### src/rtl/vtc_pkg.sv
package vtc_pkg;
    typedef enum logic [1:0] {
        ST_BLANK  = 2'd0,
        ST_ACTIVE = 2'd1,
        ST_TAIL   = 2'd2
    } vtc_state_t;

    localparam int EV_N    = 6;
    localparam int EV_SAV  = 0;
    localparam int EV_EAV  = 1;
    localparam int EV_HACT = 2;
    localparam int EV_HBLK = 3;
    localparam int EV_VODD = 4;
    localparam int EV_VEVN = 5;
endpackage

### src/rtl/vtc_clip.sv
module vtc_clip #(
    parameter int DW = 8
) (
    input  logic [DW-1:0] din,
    output logic [DW-1:0] dout
);
    localparam logic [DW-1:0] LO = DW'(2);
    localparam logic [DW-1:0] HI = DW'((2 ** DW) - 3);

    always_comb begin
        if (din < LO)
            dout = LO;
        else if (din > HI)
            dout = HI;
        else
            dout = din;
    end
endmodule

### src/rtl/vtc_ref_track.sv
module vtc_ref_track #(
    parameter bit FALLING = 1'b0
) (
    input  logic clk,
    input  logic rst_n,
    input  logic sig,
    input  logic attr,
    input  logic take,
    output logic hit,
    output logic hit_attr
);
    logic sig_q;
    logic pend_q;
    logic attr_q;
    logic edge_now;

    generate
        if (FALLING) begin : g_fall
            assign edge_now = sig_q & ~sig;
        end else begin : g_rise
            assign edge_now = ~sig_q & sig;
        end
    endgenerate

    assign hit      = pend_q | edge_now;
    assign hit_attr = edge_now ? attr : attr_q;

    always_ff @(posedge clk) begin
        if (!rst_n) begin
            sig_q  <= 1'b0;
            pend_q <= 1'b0;
            attr_q <= 1'b0;
        end else begin
            sig_q <= sig;
            if (edge_now) begin
                attr_q <= attr;
                pend_q <= ~take;
            end else if (take) begin
                pend_q <= 1'b0;
            end
        end
    end
endmodule

### src/rtl/vtc_code_mux.sv
module vtc_code_mux #(
    parameter int DW = 8,
    parameter int N  = 6,
    parameter logic [N*DW-1:0] CODES = '0
) (
    input  logic [N-1:0]  sel,
    output logic [DW-1:0] code
);
    logic [DW-1:0] terms [N];

    generate
        for (genvar i = 0; i < N; i++) begin : g_term
            assign terms[i] = sel[i] ? CODES[i*DW +: DW] : '0;
        end
    endgenerate

    always_comb begin
        code = '0;
        for (int i = 0; i < N; i++)
            code = code | terms[i];
    end
endmodule

### src/rtl/vtc_inserter.sv
module vtc_inserter
    import vtc_pkg::*;
#(
    parameter int DW = 8,
    parameter logic [EV_N*DW-1:0] EVENT_CODES =
        {8'h70, 8'h60, 8'h50, 8'h40, 8'h30, 8'h20}
) (
    input  logic          clk,
    input  logic          rst_n,
    input  logic          act_win,
    input  logic          line_ref,
    input  logic          frame_ref,
    input  logic          line_is_active,
    input  logic [DW-1:0] pix_y,
    input  logic [DW-1:0] pix_c,
    output logic [DW-1:0] out_c,
    output logic [DW-1:0] out_y,
    output logic          evt_flag
);
    localparam logic [DW-1:0] CB_CODE  = DW'((2 ** DW) - 2);
    localparam logic [DW-1:0] CR_CODE  = DW'((2 ** DW) - 1);
    localparam logic [DW-1:0] IDLE_C   = DW'(2 ** (DW - 1));
    localparam logic [DW-1:0] IDLE_Y   = DW'(2 ** (DW - 4));
    localparam logic [DW-1:0] SAV_CODE = EVENT_CODES[EV_SAV*DW +: DW];
    localparam logic [DW-1:0] EAV_CODE = EVENT_CODES[EV_EAV*DW +: DW];
    localparam logic [DW-1:0] HA_CODE  = EVENT_CODES[EV_HACT*DW +: DW];
    localparam logic [DW-1:0] HB_CODE  = EVENT_CODES[EV_HBLK*DW +: DW];

    vtc_state_t st, st_nx;
    logic          vact_eff;
    logic          slot_free;
    logic          h_hit, h_attr, v_hit, v_attr;
    logic          take_h, take_v;
    logic [EV_N-1:0] sel;
    logic [DW-1:0] ev_code;
    logic [DW-1:0] cy, cc;
    logic [DW-1:0] d_y, d_c;
    logic          phase_cr;

    assign vact_eff  = act_win & line_is_active;
    assign slot_free = (st == ST_BLANK) && !vact_eff;
    assign take_h    = slot_free && h_hit;
    assign take_v    = slot_free && v_hit && !h_hit;

    vtc_clip #(.DW(DW)) u_clip_y (.din(pix_y), .dout(cy));
    vtc_clip #(.DW(DW)) u_clip_c (.din(pix_c), .dout(cc));

    vtc_ref_track #(.FALLING(1'b0)) u_href (
        .clk(clk), .rst_n(rst_n), .sig(line_ref), .attr(line_is_active),
        .take(take_h), .hit(h_hit), .hit_attr(h_attr)
    );

    vtc_ref_track #(.FALLING(1'b1)) u_vref (
        .clk(clk), .rst_n(rst_n), .sig(frame_ref), .attr(line_ref),
        .take(take_v), .hit(v_hit), .hit_attr(v_attr)
    );

    always_comb begin
        sel          = '0;
        sel[EV_SAV]  = (st == ST_BLANK) && vact_eff;
        sel[EV_EAV]  = (st == ST_TAIL);
        sel[EV_HACT] = take_h && h_attr;
        sel[EV_HBLK] = take_h && !h_attr;
        sel[EV_VODD] = take_v && !v_attr;
        sel[EV_VEVN] = take_v && v_attr;
    end

    vtc_code_mux #(.DW(DW), .N(EV_N), .CODES(EVENT_CODES)) u_mux (
        .sel(sel), .code(ev_code)
    );

    always_comb begin
        st_nx = st;
        unique case (st)
            ST_BLANK:  if (vact_eff) st_nx = ST_ACTIVE;
            ST_ACTIVE: if (!vact_eff) st_nx = ST_TAIL;
            ST_TAIL:   st_nx = ST_BLANK;
            default:   st_nx = ST_BLANK;
        endcase
    end

    always_ff @(posedge clk) begin
        if (!rst_n)
            st <= ST_BLANK;
        else
            st <= st_nx;
    end

    always_ff @(posedge clk) begin
        if (!rst_n) begin
            out_c    <= IDLE_C;
            out_y    <= IDLE_Y;
            evt_flag <= 1'b0;
            d_y      <= IDLE_Y;
            d_c      <= IDLE_C;
            phase_cr <= 1'b0;
        end else begin
            d_y <= cy;
            d_c <= cc;
            if (|sel) begin
                evt_flag <= 1'b1;
                out_y    <= ev_code;
                out_c    <= (sel[EV_SAV] || !phase_cr) ? CB_CODE : CR_CODE;
                if (sel[EV_SAV])
                    phase_cr <= 1'b0;
            end else if (st == ST_ACTIVE) begin
                evt_flag <= 1'b0;
                out_y    <= d_y;
                out_c    <= d_c;
                phase_cr <= ~phase_cr;
            end else begin
                evt_flag <= 1'b0;
                out_y    <= IDLE_Y;
                out_c    <= IDLE_C;
            end
        end
    end

    AST_SAV_ON_ENTRY: assert property (@(posedge clk) disable iff (!rst_n)
        (st == ST_ACTIVE && $past(st) == ST_BLANK) |-> (evt_flag && out_y == SAV_CODE && out_c == CB_CODE));
    AST_EAV_AFTER_TAIL: assert property (@(posedge clk) disable iff (!rst_n)
        (st == ST_BLANK && $past(st) == ST_TAIL) |-> (evt_flag && out_y == EAV_CODE));
    AST_PHASE_CODE: assert property (@(posedge clk) disable iff (!rst_n)
        evt_flag |-> (out_c == CB_CODE || out_c == CR_CODE));
    AST_BLANK_HOLD: assert property (@(posedge clk) disable iff (!rst_n)
        (st == ST_BLANK && !line_is_active) |=> (st == ST_BLANK));
    AST_HREF_AFTER_LINE: assert property (@(posedge clk) disable iff (!rst_n)
        (evt_flag && (out_y == HA_CODE || out_y == HB_CODE)) |-> ($past(st) == ST_BLANK));
    AST_DATA_RANGE: assert property (@(posedge clk) disable iff (!rst_n)
        !evt_flag |-> (out_y >= DW'(2) && out_y <= DW'((2 ** DW) - 3) &&
                       out_c >= DW'(2) && out_c <= DW'((2 ** DW) - 3)));
endmodule

### config.mk
export PLATFORM = sky130hd
export DESIGN_NAME = vtc_inserter
export DESIGN_NICKNAME = d
export VERILOG_FILES = /design/src/rtl/vtc_pkg.sv /design/src/rtl/vtc_clip.sv /design/src/rtl/vtc_ref_track.sv /design/src/rtl/vtc_code_mux.sv /design/src/rtl/vtc_inserter.sv
export SDC_FILE = /design/constraint.sdc
export NUM_CORES = 1
export LEC_CHECK = 0
export CAP_MARGIN = 10
export CORE_MARGIN = 5
export CORE_UTILIZATION = 55
export CTS_BUF_LIST = sky130_fd_sc_hd__clkbuf_8
export DETAILED_ROUTE_END_ITERATION = 10
export DONT_BUFFER_PORTS = 1
export PLACE_DENSITY = 0.77
export SLEW_MARGIN = 0
export SYNTH_ARGS = -nofsm -noshare
export SYNTH_HDL_FRONTEND = slang
export SYNTH_SLANG_ARGS = --single-unit
### constraint.sdc
create_clock -name clk -period 1.7 [get_ports clk]
set_input_delay 0.425 -clock clk [delete_from_list [all_inputs] [get_ports clk]]
set_output_delay 0.425 -clock clk [all_outputs]
set_load 0.05 [all_outputs]
==> flow_summary.ini <==
[outcome]
status = finished, final reports clean

[synthesis]
yosys_warnings = 0
syn_area_per_cell_um2 = 10.5
synthesis.nets = 159
yosysTopAreaCell = dfxtp_1
syn_area_um2 = 1440
yosysSeqAreaShare_pct = 58.5
synth-edff-count = 0
synthTopCellsByArea = dfxtp_1 (58%), and2_1 (5.2%), a21o_2 (3.7%), a21boi_0 (3.1%), and3_1 (3.0%)
ys.flop_type = dfxtp_1
async_reset_ff_share_pct = 0
netlist_instances = 137
synth_seq_cells = 42
synth_top_cell_area_share_pct = 58.5
synth_cell_types = 31

[power]
leakagePower_nw = 0.693
power_density_nw_per_um2 = 1340
vdd_drop_max_mv = 0.926
power_mw = 2.16

[floorplan]
ioPinCount = 39
fp.dieArea_um2 = 3740
dieWidth_um = 61.1
initial_utilization_pct = 57.5
rows = 18
fp.coreArea_um2 = 2500
die_y_um = 61.1

[min_path]
min_from = rst_n
hold_end = d_y[4]$_SDFF_PN1_
whs_path_depth = 1
hp-class = primary input to flip-flop

[grt]
grt_start_max_net_pins = 27
grt-ovfl-total = 0
antenna_found_initial = 0
grt_pass1_wl_um = 3950
grt_usage_pct = 14.7
first_global_vias = 959

[clock_network]
worstSkewPairLatency_ns = 0.29
path_clk_slew_ns = 0.08
cts_tree = built
root_buffer = clkbuf_8
cts_resized = 0
postCtsSetupBuffers = 0
cts_buffers = 5
clock_path_buffers = 2
clock-sinks = 42
ctsHoldBuffers = 0
htreeDepth = 2

[setup_path]
startpoint_type = flip-flop
r2r-start = u_vref.sig_q$_SDFF_PN0_
crit_fanout = 8
worstPathCellList = and2b_2, or2_4, o311a_1, a32o_1
critical_path.top_delay_family = compound AO/OA/AOI/OAI gates
critPathSlowestCell = o311a_1
crit_type = flip-flop to flip-flop
r2r_end = out_c[0]$_SDFF_PN0_
worst-path-buf-inv = 0
r2r_slack_ns = 0.12
max_stage_delay_ns = 0.45
endpoint_kind = flip-flop
ff2ff_path_depth = 4
cp.arrival_ns = 1.76
worstPathRequired_ns = 1.88

[final_layout]
final_layout_size_suffix_gt1_share_pct = 16.7
layout_commonest_cell = dfxtp_1
n_antenna_cell = 0
synthToLayoutAreaGrowth_pct = 12.6
stdcell_count = 174
layout_common_cells = dfxtp_1 (42), and2_1 (12), o21ai_0 (8)
fin_nets = 165
fin_util_pct = 64.8

[run]
cap_violations = 0

[sta]
setup_tns_ns = 0
setup_violations = 0
hold_viol = 0
tightestPinTransition_ns = 0.491
drv_slew = 0
relSlewSlack_pct = 67.2
fmax_mhz = 634
fin_hold_ws_ns = 0.203
fin_crit_ns = 1.58
finalCritPeriodShare_pct = 92.8
rsz0062_at_grt = no
skew_ns = 0.00749

[routing]
vias = 949
vias_per_cell = 5.45
wl_per_cell_um = 14.2
drc = 0
first_iter_violations = 24
first_pass_iters = 4
drt-total-wl_um = 2480
ant_nets = 0

[place]
placedCellCount = 166
port_buffers = 0
dp_hpwl_um = 1830
gp_congestion = 0.774
==> flip-flops by register name (all words and copies together) (netlist names) <==
name,flops
u_vref.attr_q,1
u_vref.pend_q,1
evt_flag,1
u_vref.sig_q,1
d_y,8
out_y,8
out_c,8
u_href.pend_q,1
st,2
d_c,8
phase_cr,1
u_href.sig_q,1
u_href.attr_q,1
==> routing by layer <==
metal	vias to the layer above	track usage (%)	part of all wire, %
met5	-	0	0
met4	0	7.43	1.2
met3	4	6.71	12
met2	39	25.2	50
met1	421	14.9	37
li1	485	-	-
==> stage by stage <==
step | cell area (um2) | setup WS (ns)
2_1_floorplan | 1440 | 0.00895
6_report | 1620 | 0.122
4_1_cts | 1620 | 0.111
3_3_place_gp | 1480 | -0.0237
5_1_grt | 1620 | 0.0598
3_5_place_dp | 1480 | -0.0415
==> logic make-up after synthesis <==
family,share of synthesized area [%]
and+or+nand+nor,24.3
DFF,58.5
AOI/OAI and AO/OA,14.9
buffers and inverters,2.35
==> power by group <==
group	internal (mW)	switching (mW)	total (mW)
clock	0.588	0.331	0.919
combinational	0.0594	0.0422	0.102
sequential	1.04	0.107	1.14
total	1.68	0.480	2.16
==> cell type report <==
| class | count | area [um2] |
|---|---|---|
| repair buffers | 4 | 30.0 |
| well taps | 30 | 37.5 |
| flip-flops and latches | 42 | 841 |
| clock inverters | 3 | 68.8 |
| fillers | 203 | 881 |
| clock buffers | 5 | 68.8 |
| multi-input cells | 88 | 566 |
| inverters | 2 | 7.51 |
==> synthesized netlist by cell type (2+ instances only) <==
cell / instances
and2_2: 2
nand2b_1: 7
or3_1: 3
dfxtp_1: 42
o21ai_0: 8
clkbuf_1: 4
a21o_2: 6
nor3_1: 4
o211a_1: 2
a21boi_0: 6
inv_1: 2
nor4_1: 2
and3_1: 7
and2_1: 12
nand2_1: 7
nand3_1: 2
nor2b_1: 2
nor2_1: 5
nand4_1: 2
==> worst max path at each step <==
stage | cells after the start | to | startpoint
6_report | 4 | out_c[0]$_SDFF_PN0_ | u_vref.sig_q$_SDFF_PN0_
3_5_place_dp | 4 | out_c[0]$_SDFF_PN0_ | line_is_active
2_1_floorplan | 5 | out_c[0]$_SDFF_PN0_ | line_is_active
4_1_cts | 4 | out_c[0]$_SDFF_PN0_ | u_vref.sig_q$_SDFF_PN0_
3_3_place_gp | 4 | out_c[0]$_SDFF_PN0_ | line_is_active
5_1_grt | 4 | out_c[0]$_SDFF_PN0_ | u_vref.sig_q$_SDFF_PN0_
Note: power is estimated with default switching activity, not from simulation.
